$ cat src/rtl/acqSeqPkg.sv
package acqSeqPkg;

  typedef enum logic [2:0] {
    SRC_NONE      = 3'd0,
    SRC_IN1       = 3'd1,
    SRC_IN2       = 3'd2,
    SRC_IN3       = 3'd3,
    SRC_IN3_DEFER = 3'd4,
    SRC_ASYNC     = 3'd5,
    SRC_IN4       = 3'd6
  } srcSel_e;

  typedef enum logic [1:0] {
    AMUX_OPEN = 2'd0,
    AMUX_IN3  = 2'd1,
    AMUX_IN2  = 2'd2
  } asyncMux_e;

  localparam int GAIN_W = 2;
  localparam int SEL_W  = 3;
  localparam logic [GAIN_W-1:0] GAIN_UNITY = 2'd3;

  // Strobes and fields handed from control to datapath each cycle
  typedef struct packed {
    logic              conv;
    logic              asyncBefore;
    logic [GAIN_W-1:0] gain;
    logic [SEL_W-1:0]  code;
  } ctrlStb_t;

endpackage

$ cat src/rtl/acqSeqCtrl.sv
module acqSeqCtrl
  import acqSeqPkg::*;
#(
  parameter int GAIN_LSB = 8,
  parameter int SEL_LSB  = 10
) (
  input  logic     clk,
  input  logic     rstN,
  input  logic     serIn,
  input  logic     shiftEn,
  input  logic     loadStb,
  input  logic     convStart,
  input  logic     asyncHoldN,
  output ctrlStb_t stb
);

  // Bits above the select field only pass through and fall off the top
  localparam int KEEP_W = SEL_LSB + SEL_W;

  logic [KEEP_W-1:0] shiftReg;
  logic [GAIN_W-1:0] gainReg;
  logic [SEL_W-1:0]  codeReg;
  logic              asyncPrevN;
  logic              asyncSeen;
  logic              asyncFall;

  assign asyncFall = asyncPrevN & ~asyncHoldN;

  always_ff @(posedge clk) begin
    if (!rstN) begin
      shiftReg   <= '0;
      gainReg    <= '0;
      codeReg    <= '0;
      asyncPrevN <= 1'b1;
      asyncSeen  <= 1'b0;
    end else begin
      if (shiftEn) shiftReg <= {shiftReg[KEEP_W-2:0], serIn};
      if (loadStb) begin
        gainReg <= shiftReg[GAIN_LSB +: GAIN_W];
        codeReg <= shiftReg[SEL_LSB +: SEL_W];
      end
      asyncPrevN <= asyncHoldN;
      // a fall on the convert edge is kept for the following convert
      if (asyncFall)      asyncSeen <= 1'b1;
      else if (convStart) asyncSeen <= 1'b0;
    end
  end

  always_comb begin
    stb.conv        = convStart;
    stb.asyncBefore = asyncSeen;
    stb.gain        = gainReg;
    stb.code        = codeReg;
  end

endmodule

$ cat src/rtl/acqSeqPath.sv
module acqSeqPath
  import acqSeqPkg::*;
(
  input  logic              clk,
  input  logic              rstN,
  input  ctrlStb_t          stb,
  output logic              convDone,
  output logic [2:0]        ch1Src,
  output logic [2:0]        ch2Src,
  output logic [2:0]        ch3Src,
  output logic [GAIN_W-1:0] gainCh1,
  output logic [GAIN_W-1:0] gainCh2,
  output logic [GAIN_W-1:0] gainCh3,
  output logic [2:0]        syncSampleStb,
  output logic [1:0]        deferStb,
  output logic [1:0]        asyncMuxSel,
  output logic [2:0]        undefFlag
);

  srcSel_e   src1Q, src2Q, src3Q, nSrc1, nSrc2, nSrc3;
  asyncMux_e asyncQ, nAsync;
  logic [1:0]        deferValid, nValid;
  logic [2:0]        nSamp, nUndef;
  logic [1:0]        nDefer;
  logic [GAIN_W-1:0] nGain3;
  logic              asyncBad;

  assign asyncBad = (asyncQ == AMUX_OPEN) || !stb.asyncBefore;

  always_comb begin
    nSrc1  = SRC_NONE;
    nSrc2  = SRC_NONE;
    nSrc3  = SRC_IN4;
    nSamp  = 3'b100;
    nDefer = 2'b00;
    nUndef = 3'b000;
    nAsync = asyncQ;
    nValid = deferValid;
    nGain3 = GAIN_UNITY;
    case (stb.code)
      3'd7: begin
        nSrc1 = SRC_IN1; nSrc2 = SRC_IN1; nSrc3 = SRC_IN1;
        nSamp  = 3'b111;
        nGain3 = stb.gain;
      end
      3'd6, 3'd5, 3'd4: begin
        nSrc1 = SRC_IN2; nSrc2 = SRC_IN2; nSrc3 = SRC_IN2;
        nSamp  = 3'b111;
        nDefer = 2'b11;
        nValid = 2'b11;
        case (stb.code)
          3'd4:    nAsync = AMUX_OPEN;
          3'd5:    nAsync = AMUX_IN3;
          default: nAsync = AMUX_IN2;
        endcase
      end
      3'd3: begin
        nSrc1 = SRC_IN3_DEFER; nSrc2 = SRC_IN3_DEFER; nSrc3 = SRC_IN3;
        nUndef = {1'b0, ~deferValid[1], ~deferValid[0]};
      end
      3'd2: begin
        nSrc1 = SRC_IN3; nSrc2 = SRC_IN3; nSrc3 = SRC_IN3;
        nSamp     = 3'b111;
        nDefer    = 2'b01;
        nValid[0] = 1'b1;
      end
      3'd1: begin
        nSrc1 = SRC_ASYNC; nSrc2 = SRC_ASYNC;
        nUndef = {1'b0, asyncBad, asyncBad};
      end
      default: nUndef = 3'b011;
    endcase
  end

  always_ff @(posedge clk) begin
    if (!rstN) begin
      convDone      <= 1'b0;
      src1Q         <= SRC_NONE;
      src2Q         <= SRC_NONE;
      src3Q         <= SRC_NONE;
      gainCh1       <= '0;
      gainCh2       <= '0;
      gainCh3       <= '0;
      syncSampleStb <= '0;
      deferStb      <= '0;
      undefFlag     <= '0;
      asyncQ        <= AMUX_OPEN;
      deferValid    <= '0;
    end else begin
      convDone <= stb.conv;
      if (stb.conv) begin
        src1Q         <= nSrc1;
        src2Q         <= nSrc2;
        src3Q         <= nSrc3;
        gainCh1       <= stb.gain;
        gainCh2       <= stb.gain;
        gainCh3       <= nGain3;
        syncSampleStb <= nSamp;
        deferStb      <= nDefer;
        undefFlag     <= nUndef;
        asyncQ        <= nAsync;
        deferValid    <= nValid;
      end else begin
        syncSampleStb <= '0;
        deferStb      <= '0;
      end
    end
  end

  assign ch1Src      = src1Q;
  assign ch2Src      = src2Q;
  assign ch3Src      = src3Q;
  assign asyncMuxSel = asyncQ;

endmodule

$ cat src/rtl/acqSelectSeq.sv
module acqSelectSeq
  import acqSeqPkg::*;
#(
  parameter int GAIN_LSB = 8,
  parameter int SEL_LSB  = 10
) (
  input  logic       clk,
  input  logic       rstN,
  input  logic       serIn,
  input  logic       shiftEn,
  input  logic       loadStb,
  input  logic       convStart,
  input  logic       asyncHoldN,
  output logic       convDone,
  output logic [2:0] ch1Src,
  output logic [2:0] ch2Src,
  output logic [2:0] ch3Src,
  output logic [1:0] gainCh1,
  output logic [1:0] gainCh2,
  output logic [1:0] gainCh3,
  output logic [2:0] syncSampleStb,
  output logic [1:0] deferStb,
  output logic [1:0] asyncMuxSel,
  output logic [2:0] undefFlag
);

  ctrlStb_t stb;

  acqSeqCtrl #(.GAIN_LSB(GAIN_LSB), .SEL_LSB(SEL_LSB)) uCtrl (
    .clk(clk), .rstN(rstN), .serIn(serIn), .shiftEn(shiftEn),
    .loadStb(loadStb), .convStart(convStart), .asyncHoldN(asyncHoldN),
    .stb(stb)
  );

  acqSeqPath uPath (
    .clk(clk), .rstN(rstN), .stb(stb),
    .convDone(convDone), .ch1Src(ch1Src), .ch2Src(ch2Src), .ch3Src(ch3Src),
    .gainCh1(gainCh1), .gainCh2(gainCh2), .gainCh3(gainCh3),
    .syncSampleStb(syncSampleStb), .deferStb(deferStb),
    .asyncMuxSel(asyncMuxSel), .undefFlag(undefFlag)
  );

endmodule

$ cat config.mk
export PLATFORM = sky130hd
export DESIGN_NAME = acqSelectSeq
export DESIGN_NICKNAME = d
export VERILOG_FILES = /design/src/rtl/acqSeqPkg.sv /design/src/rtl/acqSeqCtrl.sv /design/src/rtl/acqSeqPath.sv /design/src/rtl/acqSelectSeq.sv
export SDC_FILE = /design/constraint.sdc
export NUM_CORES = 1
export LEC_CHECK = 0
export ABC_AREA = 0
export BUFFER_PORTS_ARGS = -buffer_cell sky130_fd_sc_hd__buf_4
export CORE_MARGIN = 8
export CORE_UTILIZATION = 38
export DETAILED_ROUTE_END_ITERATION = 7
export HOLD_SLACK_MARGIN = 0.03
export PLACE_DENSITY = 0.67
export SYNTH_ARGS = -nofsm -noshare
export SYNTH_HDL_FRONTEND = slang
export SYNTH_SLANG_ARGS = --single-unit
$ cat constraint.sdc
create_clock -name clk -period 1.3 [get_ports clk]
set_clock_uncertainty 0.15 [all_clocks]
set_input_delay 0.26 -clock clk [delete_from_list [all_inputs] [get_ports clk]]
set_output_delay 0.26 -clock clk [all_outputs]
set_load 0.01 [all_outputs]
==> results_tabular.tex <==
\begin{tabular}{lr}
\hline
Metric & Value \\
\hline
\multicolumn{2}{l}{\textbf{Floorplan}} \\
Die Footprint & $\sim$6500 um\^{}2 \\
Cell Rows & 23 \\
Effective utilization at floorplan & 0.3963 \\
I/O Pins & 33 \\
Chip width & 80.82 um \\
Floorplan core area & 4029 um\^{}2 \\
Die Ht & 80.82 um \\
\multicolumn{2}{l}{\textbf{Clock network}} \\
Skew-Pair Late Insertion Delay & about 0.28 ns \\
Number of H-tree levels & 2 \\
Reg clk slew, reported paths & 0.07 ns \\
Clock tree buffer depth & 2 \\
Number of buffers created by CTS & 5 \\
Total number of clock tree sinks & between 40 and 50 \\
Post-CTS repair timing setup buffer count & 0 \\
Root Buffer Master & sky130\_fd\_sc\_hd\_\_clkbuf\_8 \\
Clock tree from TritonCTS & done \\
\multicolumn{2}{l}{\textbf{Layout}} \\
Count of non-filler cells in the finished layout & 232 \\
Area growth syn-to-layout & 21.71\% \\
Number of antenna diodes & 0 \\
Final instance area & 1943 um\^{}2 \\
Core utilization of the finished layout & 0.4823 \\
Fraction of layout instances using a drive strength above 1 & 0.2637 \\
Final nets & 189 \\
\multicolumn{2}{l}{\textbf{Logic synthesis}} \\
Share of synthesized cell area in and, or, nand and nor gates & 0.1638 \\
Net count after synthesis & 161 \\
Area of the mapped netlist & 1597 um\^{}2 \\
Share of synthesized flip-flops with an asynchronous set or reset & 0 \\
Yosys warning total & 0 \\
Adder and majority gate portion of the synthesized area & 0 \\
Multiplexer share of the synthesized area & 0.1317 \\
Unique cell type count in the Yosys netlist & 30 \\
Primary flip-flop cell chosen by synthesis mapping & sky130\_fd\_sc\_hd\_\_dfxtp\_1 \\
Dominant combinational cell family by area after synthesis & simple AND/OR/NAND/NOR gates \\
Sequential fraction of the synthesis area & 0.5141 \\
Number of register bits inferred by synthesis & 41 \\
Cell count after synthesis & approximately 150 \\
Per-instance average area after synthesis & slightly above 10 um\^{}2 \\
XOR/XNOR Fraction of Synth Area & 0.005486 \\
Number of synthesized flops with an enable pin & 0 \\
Compound-gate portion of the synthesized area & 0.09796 \\
\multicolumn{2}{l}{\textbf{Routing}} \\
Met3 wire length & 284 um \\
Number of DRC markers after the initial detailed-route iteration & 86 \\
Detailed-routing wirelength on met1 & around 1.3 mm \\
Total via count in the routed design & about 1.1k \\
Top routing layer in use & met4 \\
Routed wire length on met2 & between 1 and 1.5 mm \\
DRT Pass-1 Iters & 4 \\
Total wirelength of the detailed-routed design & slightly above 3 mm \\
Post-route DRC & 0 \\
Drt via density & 4.685 \\
Number of nets still failing antenna checks after routing & 0 \\
Average routed wire per standard cell & approximately 13 um \\
\multicolumn{2}{l}{\textbf{Power and ir drop}} \\
Total leakage power & between 0.0008 and 0.0009 uW \\
Proportion of power drawn by the clock network & 0.400 \\
Power density cells & 1239 nW/um\^{}2 \\
Share of power burned in combinational logic & 0.063 \\
Part of the total power dissipated in sequential elements & 0.538 \\
Internal power component & 1918 uW \\
Net switching power figure & 489.9 uW \\
Worst voltage drop across the vdd grid & 0.7573 mV \\
Switching fraction of total power & 0.2035 \\
\multicolumn{2}{l}{\textbf{Setup path}} \\
Endpoint kind of the worst setup timing path & output port \\
CP Data Required Time & 0.89 ns \\
Delay of the slowest cell on the worst path & about 0.38 ns \\
Class of the most critical setup path & reg2out \\
Top cell family by delay on the critical path & flip-flops \\
Cell breakdown of the critical path & buf\_4 \\
Slowest cell on crit path & sky130\_fd\_sc\_hd\_\_dfxtp\_1 \\
Data arrival time of the critical path & 0.81 ns \\
Count of buffering cells on the critical path with inverters included & 1 \\
Kind of start point of the critical path & flip-flop \\
Peak fanout along the critical path & 3 \\
\multicolumn{2}{l}{\textbf{Run status}} \\
Run status & complete, no violations \\
\multicolumn{2}{l}{\textbf{Global route}} \\
Wire length of the first global-routing pass & about 4.8 mm \\
Overall routing resource usage & 0.09448 \\
Number of global-route vias before repair & 1071 \\
Pin count of the biggest net entering global routing & 24 \\
Gr ovfl total & 0 \\
Antenna violations before repair & 0 \\
\multicolumn{2}{l}{\textbf{Placement}} \\
Placer Congestion & 0.7563 \\
Worst slack at placement & -0.01510 ns \\
Detailed placer's ending HPWL & about 2.3 mm \\
Instance area at placement & 1828 um\^{}2 \\
Number of port buffers & 31 \\
Dpl cells & 224 \\
\multicolumn{2}{l}{\textbf{Run}} \\
Max-cap violations & 0 \\
\multicolumn{2}{l}{\textbf{Timing}} \\
Max-slew violations & 0 \\
Clock period minus worst slack & 1.219 ns \\
Final setup viols & 0 \\
RSZ-0062 raised after global routing & no \\
Number of endpoints with negative hold slack in the final report & 0 \\
Fmax achieved & roughly 0.82 GHz \\
Share of the cycle needed by the critical path after routing & 0.9378 \\
Final worst setup slack & approximately 0.081 ns \\
\multicolumn{2}{l}{\textbf{Min path}} \\
Type of the most critical hold path & in2reg \\
\hline
\end{tabular}
[sequential cells by signal, summed over array words and instances, names as in the netlist]
name                 cells
uCtrl.asyncPrevN         1
uCtrl.asyncSeen          1
uCtrl.codeReg            3
uCtrl.gainReg            2
uCtrl.shiftReg          13
uPath.asyncMuxSel        2
uPath.ch1Src             3
uPath.ch3Src             3
uPath.convDone           1
uPath.deferStb           2
uPath.deferValid         2
uPath.gainCh2            2
uPath.gainCh3            2
uPath.syncSampleStb      2
uPath.undefFlag          2
[Yosys cell counts (2+ instances only)]
master                     count  area [um^2]
sky130_fd_sc_hd__a31oi_1       3        18.77
sky130_fd_sc_hd__nor2b_1      22        137.6
sky130_fd_sc_hd__nor2_1        4        15.01
sky130_fd_sc_hd__and2_1        2        12.51
sky130_fd_sc_hd__o221a_1       3        33.78
sky130_fd_sc_hd__buf_4         9        67.56
sky130_fd_sc_hd__a21boi_1      2        15.01
sky130_fd_sc_hd__o21ai_1       2        10.01
sky130_fd_sc_hd__or3_1         2        12.51
sky130_fd_sc_hd__a21oi_1       4        20.02
sky130_fd_sc_hd__o21a_1        3        22.52
sky130_fd_sc_hd__nand3_1       2        10.01
sky130_fd_sc_hd__o21ai_0       3        15.01
sky130_fd_sc_hd__dfxtp_1      41        820.8
sky130_fd_sc_hd__inv_1         5        18.77
sky130_fd_sc_hd__buf_2         5        25.02
sky130_fd_sc_hd__clkbuf_1      2        7.510
sky130_fd_sc_hd__mux2i_1      21        210.2
sky130_fd_sc_hd__nand2b_1      4        25.02
sky130_fd_sc_hd__o211ai_1      2        15.01
sky130_fd_sc_hd__nand2_1       4        15.01
[logic make-up (layout without fill, tap and decap cells)]
| kind of cell | count (synthesis) | after routing |
|---|---|---|
| xor gates and xnor gates | 1 | 1 |
| DFF | 41 | 41 |
| muxes | 21 | 21 |
| other | 1 | 1 |
| buffers and inverters | 23 | 51 |
| and+or+nand+nor | 44 | 44 |
| AOI/OAI and AO/OA | 23 | 23 |
[tightest hold or removal path: stages]
cell                      delay, ns
sky130_fd_sc_hd__buf_4         0.08
sky130_fd_sc_hd__mux2i_1       0.06
sky130_fd_sc_hd__nor2b_1       0.10
[cell type report]
| type | count | area [um^2] |
|---|---|---|
| repair buffers | 39 | 295.3 |
| flip-flops and latches | 41 | 822.0 |
| clock inverters | 2 | 35.03 |
| clock buffers | 5 | 68.82 |
| fillers | 387 | 2086 |
| multi-input cells | 90 | 640.6 |
| well taps | 50 | 62.56 |
| inverters | 5 | 18.77 |
[routing by layer]
| metal | global-route usage | vias up |
|---|---|---|
| met5 | 0 | - |
| met4 | 0.04286 | 0 |
| met3 | 0.04415 | 7 |
| met2 | 0.1572 | 29 |
| met1 | 0.1001 | 493 |
| li1 | - | 558 |
[power by group through the flow]
stage               clock (uW)  combinational [uW]  sequential (uW)
finish                     962                 151             1290
global placement             0                 148             1320
detailed placement           0                 151             1320
CTS                        991                 155             1290
floorplan                    0                88.8             1330
global route              1050                 165             1300
[final timing paths]
kind                                     startpoint  slack, ns  depth (start not counted)                               to
hold / removal                                serIn        0.1                          3   uCtrl.shiftReg[0]$_SDFFE_PN0P_
hold reg to reg        uPath.ch3Src[0]$_SDFFE_PN0P_       0.32                          2     uPath.ch3Src[0]$_SDFFE_PN0P_
setup / recovery  uPath.asyncMuxSel[0]$_SDFFE_PN0P_       0.08                          1                   asyncMuxSel[0]
setup reg to reg      uCtrl.codeReg[1]$_SDFFE_PN0P_       0.08                          3  uPath.undefFlag[1]$_SDFFE_PN0P_
[metrics by stage]
step,TNS (ns),hold WS [ns],total power (uW)
3_3_place_gp,0,0.3071,1469
6_report,0,0.09633,2408
4_1_cts,0,0.09293,2440
5_1_grt,0,0.1006,2509
2_1_floorplan,0,0.2115,1418
3_5_place_dp,-0.01510,0.3114,1475
[what timing repair did]
item / 4_1_cts / 5_1_grt
setup endpoints to repair: 2 / 0
resized for setup: 1 / 0
hold buffers: 1 / 0
endpoints found under the hold margin: 1 / 0
[cells in the final DEF (no fill, tap or decap), types with 2 or more instances in the layout]
cell type and n:
sky130_fd_sc_hd__and2_1 2, sky130_fd_sc_hd__or3_1 2, sky130_fd_sc_hd__nand2_1 4, sky130_fd_sc_hd__dfxtp_1 40
sky130_fd_sc_hd__a21oi_1 4, sky130_fd_sc_hd__o211ai_1 2, sky130_fd_sc_hd__clkbuf_8 5, sky130_fd_sc_hd__o21ai_1 2
sky130_fd_sc_hd__o21ai_0 3, sky130_fd_sc_hd__nor2_1 4, sky130_fd_sc_hd__nand3_1 2, sky130_fd_sc_hd__a21boi_1 2
sky130_fd_sc_hd__nand2b_1 4, sky130_fd_sc_hd__nor2b_1 22, sky130_fd_sc_hd__a31oi_1 3, sky130_fd_sc_hd__inv_1 5
sky130_fd_sc_hd__o221a_1 3, sky130_fd_sc_hd__mux2i_1 21, sky130_fd_sc_hd__o21a_1 3, sky130_fd_sc_hd__buf_4 38
(Power assumes the default switching activity.)
